==> src/rtl/tmr_pkg.sv <==
package tmr_pkg;
  localparam int unsigned ADDR_W = 3;

  localparam logic [ADDR_W-1:0] A_CTRL   = 3'd0;
  localparam logic [ADDR_W-1:0] A_STATUS = 3'd1;
  localparam logic [ADDR_W-1:0] A_EVENT  = 3'd2;
  localparam logic [ADDR_W-1:0] A_PSC    = 3'd3;
  localparam logic [ADDR_W-1:0] A_RELOAD = 3'd4;
  localparam logic [ADDR_W-1:0] A_COUNT  = 3'd5;

  typedef struct packed {
    logic       mirror;
    logic [1:0] div;
    logic       rl_buf;
    logic       single;
    logic       ovf_only;
    logic       upd_off;
    logic       run;
  } ctrl_t;
endpackage

==> src/rtl/tmr_prescaler.sv <==
module tmr_prescaler #(
  parameter int unsigned W = 16
) (
  input  logic         clk,
  input  logic         rst_n,
  input  logic         run,
  input  logic         restart,
  input  logic         load_act,
  input  logic [W-1:0] pre_val,
  output logic         tick
);
  logic [W-1:0] act_q, cnt_q;

  assign tick = run && !restart && (cnt_q == act_q);

  always_ff @(posedge clk or negedge rst_n) begin
    if (!rst_n) begin
      act_q <= '0;
      cnt_q <= '0;
    end else begin
      if (load_act) act_q <= pre_val;
      if (restart)       cnt_q <= '0;
      else if (run) begin
        if (cnt_q == act_q) cnt_q <= '0;
        else                cnt_q <= cnt_q + 1'b1;
      end
    end
  end
endmodule

==> src/rtl/tmr_counter.sv <==
module tmr_counter #(
  parameter int unsigned W = 16
) (
  input  logic         clk,
  input  logic         rst_n,
  input  logic         tick,
  input  logic         restart,
  input  logic         cnt_wr,
  input  logic [W-1:0] cnt_wdata,
  input  logic         rl_wr,
  input  logic [W-1:0] rl_wdata,
  input  logic         rl_buf,
  input  logic         load_act,
  output logic [W-1:0] cnt,
  output logic [W-1:0] rl_pre,
  output logic         ovf
);
  localparam logic [W-1:0] RL_RST = '1;

  logic [W-1:0] cnt_q, pre_q, act_q;

  assign ovf    = tick && !cnt_wr && (cnt_q == act_q);
  assign cnt    = cnt_q;
  assign rl_pre = pre_q;

  always_ff @(posedge clk or negedge rst_n) begin
    if (!rst_n) begin
      cnt_q <= '0;
      pre_q <= RL_RST;
      act_q <= RL_RST;
    end else begin
      if (restart)     cnt_q <= '0;
      else if (cnt_wr) cnt_q <= cnt_wdata;
      else if (tick)   cnt_q <= (cnt_q == act_q) ? '0 : cnt_q + 1'b1;

      if (rl_wr) pre_q <= rl_wdata;

      if (rl_wr && !rl_buf) act_q <= rl_wdata;
      else if (load_act)    act_q <= pre_q;
    end
  end
endmodule

==> src/rtl/tmr_sample_div.sv <==
module tmr_sample_div (
  input  logic       clk,
  input  logic       rst_n,
  input  logic [1:0] code,
  output logic       tick
);
  logic [1:0] ph_q;
  logic [1:0] lim;

  always_comb begin
    case (code)
      2'd1:    lim = 2'd1;
      2'd2:    lim = 2'd3;
      default: lim = 2'd0;
    endcase
  end

  assign tick = (ph_q >= lim);

  always_ff @(posedge clk or negedge rst_n) begin
    if (!rst_n)    ph_q <= '0;
    else if (tick) ph_q <= '0;
    else           ph_q <= ph_q + 1'b1;
  end
endmodule

==> src/rtl/tmr_upcount.sv <==
module tmr_upcount
  import tmr_pkg::*;
#(
  parameter int unsigned CNT_W = 16,
  parameter int unsigned DW    = 32
) (
  input  logic              clk,
  input  logic              rst_n,
  input  logic              wr_en,
  input  logic [ADDR_W-1:0] wr_addr,
  input  logic [DW-1:0]     wr_data,
  input  logic [ADDR_W-1:0] rd_addr,
  output logic [DW-1:0]     rd_data,
  output logic              upd_pulse_o,
  output logic              flag_o,
  output logic              sample_tick_o
);
  localparam int unsigned CTRL_W = $bits(ctrl_t);

  ctrl_t            ctrl_q;
  logic             flag_q, upd_q;
  logic [CNT_W-1:0] psc_pre_q;
  logic             sw_upd, cnt_wr, rl_wr, tick, ovf, upd_ev;
  logic [CNT_W-1:0] cnt, rl_pre;
  logic             unused_hi;

  assign unused_hi = ^wr_data[DW-1:CNT_W];

  assign sw_upd = wr_en && (wr_addr == A_EVENT) && wr_data[0];
  assign cnt_wr = wr_en && (wr_addr == A_COUNT);
  assign rl_wr  = wr_en && (wr_addr == A_RELOAD);
  assign upd_ev = !ctrl_q.upd_off && (ovf || (sw_upd && !ctrl_q.ovf_only));

  always_ff @(posedge clk or negedge rst_n) begin
    if (!rst_n) begin
      ctrl_q    <= '0;
      flag_q    <= 1'b0;
      upd_q     <= 1'b0;
      psc_pre_q <= '0;
    end else begin
      upd_q <= upd_ev;
      if (wr_en && wr_addr == A_CTRL) ctrl_q <= ctrl_t'(wr_data[CTRL_W-1:0]);
      else if (ctrl_q.single && upd_ev) ctrl_q.run <= 1'b0;
      if (upd_ev) flag_q <= 1'b1;
      else if (wr_en && wr_addr == A_STATUS && wr_data[0]) flag_q <= 1'b0;
      if (wr_en && wr_addr == A_PSC) psc_pre_q <= wr_data[CNT_W-1:0];
    end
  end

  tmr_prescaler #(.W(CNT_W)) u_psc (
    .clk(clk), .rst_n(rst_n), .run(ctrl_q.run), .restart(sw_upd),
    .load_act(upd_ev), .pre_val(psc_pre_q), .tick(tick)
  );

  tmr_counter #(.W(CNT_W)) u_cnt (
    .clk(clk), .rst_n(rst_n), .tick(tick), .restart(sw_upd),
    .cnt_wr(cnt_wr), .cnt_wdata(wr_data[CNT_W-1:0]),
    .rl_wr(rl_wr), .rl_wdata(wr_data[CNT_W-1:0]), .rl_buf(ctrl_q.rl_buf),
    .load_act(upd_ev), .cnt(cnt), .rl_pre(rl_pre), .ovf(ovf)
  );

  tmr_sample_div u_div (
    .clk(clk), .rst_n(rst_n), .code(ctrl_q.div), .tick(sample_tick_o)
  );

  always_comb begin
    rd_data = '0;
    case (rd_addr)
      A_CTRL:   rd_data = DW'(ctrl_q);
      A_STATUS: rd_data = DW'(flag_q);
      A_PSC:    rd_data = DW'(psc_pre_q);
      A_RELOAD: rd_data = DW'(rl_pre);
      A_COUNT: begin
        rd_data = DW'(cnt);
        rd_data[DW-1] = ctrl_q.mirror && flag_q;
      end
      default:  rd_data = '0;
    endcase
  end

  assign upd_pulse_o = upd_q;
  assign flag_o      = flag_q;
endmodule

==> config.mk <==
export PLATFORM = sky130hd
export DESIGN_NAME = tmr_upcount
export DESIGN_NICKNAME = d
export VERILOG_FILES = /design/src/rtl/tmr_pkg.sv /design/src/rtl/tmr_prescaler.sv /design/src/rtl/tmr_counter.sv /design/src/rtl/tmr_sample_div.sv /design/src/rtl/tmr_upcount.sv
export SDC_FILE = /design/constraint.sdc
export NUM_CORES = 1
export LEC_CHECK = 0
export ABC_AREA = 1
export CORE_ASPECT_RATIO = 2
export CORE_MARGIN = 2
export CORE_UTILIZATION = 61
export DETAILED_ROUTE_END_ITERATION = 8
export PLACE_DENSITY = 0.86
export SYNTH_ARGS = -nofsm -noshare
export SYNTH_HDL_FRONTEND = slang
export SYNTH_HIERARCHICAL = 1
export SYNTH_SLANG_ARGS = --single-unit
==> constraint.sdc <==
create_clock -name clk -period 5.75 [get_ports clk]
set_input_delay 1.4375 -clock clk [delete_from_list [all_inputs] [get_ports clk]]
set_output_delay 1.4375 -clock clk [all_outputs]
set_load 0.05 [all_outputs]
==> impl_metrics.tcl <==
set metrics [dict create \
    run_status "finished clean" \
    holdBufCountCts 0 \
    mappedNetlistArea_mm2 0.00664 \
    initial_utilization 0.630 \
    yosys.area_share.simple 0.374 \
    p_leak_nw 3.71 \
    synth_top_family_by_area "simple AND/OR/NAND/NOR gates" \
    critical_path_arrival_ns 3.65 \
    min-delay-path-class "register to register" \
    die-area_mm2 0.0118 \
    critical-path-slowest-cell "sky130_fd_sc_hd__clkdlybuf4s50_1" \
    cts.reportedPaths.clkPinSlew_ns 0.07 \
    placed_cells_incl_taps 1124 \
    post-place-ws_ns 0.727 \
    cts_tree "built" \
    path_delay_family "buffers and inverters" \
    total_count_of_max_transition_violations_in_the_final_report 0 \
    critical_path.startpoint_type "input port" \
    max_slew_margin 0.200 \
    global_route.overflow_total 0 \
    synth-seq-area-share 0.413 \
    synth_top_flop_cell "sky130_fd_sc_hd__dfrtp_1" \
    cts_buffer_depth 2 \
    critPathKind "input port to output pin" \
    setup_tns_ns 0 \
    multiInputGateArea_mm2 0.00320 \
    grt_pass1_wl_mm 28.0 \
    vdd.ir_drop.worst_mv 0.196 \
    drc_errors 0 \
    clockRootBuffer "sky130_fd_sc_hd__clkbuf_16" \
    antenna_left 0 \
    postSynthAreaPerCell_um2 6.88 \
    grt_setup_unrepaired "no" \
    layout.nets 1044 \
    grt_start_max_net_pins 74 \
    clock.fmax_mhz 197 \
    final_layout_size_suffix_gt1_frac 0.133 \
    pin_count 76 \
    timing.critical_path.buf_inv 3 \
    grt_use_total 0.303 \
    totalPowerFinal_mw 2.45 \
    finalWirelength_mm 16.8 \
    crit_chain "clkdlybuf4s50_1, inv_2, nand2_1, nor2_4, nand2_1, nand3_1, clkdlybuf4s50_1" \
    fin_area_mm2 0.00738 \
    cts.repair.resized 0 \
    clock_latency_ns 0.36 \
    setup-violations-final 0 \
    floorplan.rows 53 \
    hold_fails_final_rpt 0 \
    die_height_um 152 \
    finalWorstSetupSlack_ns 0.664 \
    netlist_instances 966 \
    synth.mux.area_fraction 0 \
    non_filler_cells_final 1140 \
    ys_seq_elements 108 \
    diodes 0 \
    number_of_global_route_vias_before_repair 6147 \
    regToRegSetupSlack_ns 2.57 \
    route.detailed.vias_per_inst 5.39 \
    synth-edff-count 0 \
    power.density_mw_per_mm2 332 \
    syn_to_final_growth_pct 11.1 \
    most_common_cell_after_layout_fill_and_taps_aside "sky130_fd_sc_hd__nand2_1" \
    worst_clock_skew_ns 0.00707 \
    layout_worst_path_cycle_share 0.884 \
    synth_adder_area_share 0.00942 \
    number_of_buffers_inserted_during_clock_tree_synthesis 9 \
    synth.distinct_cells 31 \
    path_max_fanout 16 \
    clock_sink_count 108 \
    htreeDepth 3 \
    worstSetupEndpointType "output pin" \
    drv.max_cap_violation_count 0 \
    final_cell_mix "424 x sky130_fd_sc_hd__nand2_1, 89 x sky130_fd_sc_hd__inv_1, 76 x sky130_fd_sc_hd__dfrtp_1, 67 x sky130_fd_sc_hd__nor2_1, 43 x sky130_fd_sc_hd__clkdlybuf4s50_1" \
    width_of_the_chip_um 77.8 \
    worst_margin_slew_ns 1.19 \
    place_area_mm2 0.00708 \
    worst_ep_required_time_ns 4.31 \
    detailroute.via_count 6143 \
    ys_async_sr_fraction 1.00 \
    fillCellCount 906 \
    drt_pass1_iterations 5 \
    ys.warnings.count 6 \
    final_weighted_congestion_in_routability_driven_placement 0.958 \
    initialDrtViolationCount 530 \
    synth_xor_xnor_area_share 0.0224 \
    io_buffers 44 \
    final_critical_period_ns 5.09 \
    dp_hpwl_mm 12.3 \
    synth_compound_gate_area_share 0.0659 \
    antenna_found_initial 0 \
    slowest_delay_ns 0.82 \
    cts_setup_buffers 0 \
    seq_area_mm2 0.00274 \
    routed_wirelength_normalized_by_instance_count_um 14.8 \
    fp.coreArea_mm2 0.0105 \
]
## sequential cells by signal, indices dropped and copies added, names as in the netlist
signal,count
flag_o,1
u_psc/act_q,16
psc_pre_q,16
u_cnt/rl_pre,16
u_cnt/act_q,16
upd_pulse_o,1
u_div/ph_q,2
u_psc/cnt_q,16
u_cnt/cnt,16
ctrl_q,8
## kinds of logic (layout without fill, tap and decap cells)
kind of cell / count (synthesis) / in the layout
XOR/XNOR: 17 / 17
buffers and inverters: 171 / 194
other: 1 / 15
AO/OA/AOI/OAI: 77 / 77
AND/OR/NAND/NOR: 587 / 587
flip-flops: 108 / 108
adder cells (fa/ha/maj): 5 / 5
## worst register-to-register path, delay by kind of cell (launching register included)
kind                   cells  cell delay (ns)
buffers and inverters      3             0.32
and+or+nand+nor           12             2.04
DFF                        1             0.45
AOI/OAI and AO/OA          1             0.25
## path summary, 6_finish.rpt
| path | from | end | depth (start not counted) |
|---|---|---|---|
| setup / recovery | rd_addr[1] | rd_data[14] | 7 |
| hold / removal | u_cnt/rl_pre[11] | u_cnt/rl_pre[11] | 2 |
| setup reg to reg | u_psc/cnt_q[10] | u_cnt/act_q[7] | 16 |
| hold reg to reg | u_cnt/rl_pre[11] | u_cnt/rl_pre[11] | 2 |
| max in group asynchronous | rst_n | u_cnt/rl_pre[7] | 2 |
| min in group asynchronous | rst_n | u_cnt/cnt[3] | 1 |
## where the power goes
group | total, mW | switching (mW) | internal, mW
sequential | 1.13 | 0.157 | 0.972
combinational | 0.689 | 0.446 | 0.243
clock | 0.630 | 0.290 | 0.340
## final cells by class
cell class | instances | share of cell area
flip-flops and latches | 108 | 0.372
inverters | 127 | 0.0646
well taps | 137 | 0.0232
clock inverters | 5 | 0.00814
repair buffers | 51 | 0.0665
multi-input cells | 701 | 0.434
clock buffers | 11 | 0.0315
## synthesized netlist by cell type, types with 9 or more instances
library cell	count	area (um^2)
sky130_fd_sc_hd__dfrtp_1	76	1900
sky130_fd_sc_hd__xor2_1	17	149
sky130_fd_sc_hd__nand2_2	12	75.1
sky130_fd_sc_hd__nand2_1	424	1590
sky130_fd_sc_hd__buf_2	9	45.0
sky130_fd_sc_hd__nor2_1	68	255
sky130_fd_sc_hd__buf_4	19	143
sky130_fd_sc_hd__dfstp_2	32	841
sky130_fd_sc_hd__nand3_2	12	120
sky130_fd_sc_hd__o21ai_1	10	50.1
sky130_fd_sc_hd__o21ai_0	42	210
sky130_fd_sc_hd__o221ai_1	12	105
sky130_fd_sc_hd__inv_1	89	334
sky130_fd_sc_hd__nand3_1	31	155
sky130_fd_sc_hd__clkbuf_1	11	41.3
sky130_fd_sc_hd__nand4_1	13	81.3
sky130_fd_sc_hd__inv_2	36	135
## metrics by stage
step / utilization / hold slack, ns
2_1_floorplan: - / 0.446
3_3_place_gp: 0.672 / 0.457
3_5_place_dp: 0.672 / 0.467
4_1_cts: 0.700 / 0.480
5_1_grt: 0.700 / 0.493
6_report: 0.700 / 0.480
## metal layers
layer	part of all wire	vias to the layer above	GRT usage	wire, um
met5	0	-	0	0
met4	0.068	0	0.246	1140
met3	0.047	74	0.0261	797
met2	0.52	253	0.530	8750
met1	0.37	2816	0.330	6160
li1	-	3000	-	-
(Power assumes the default switching activity.)
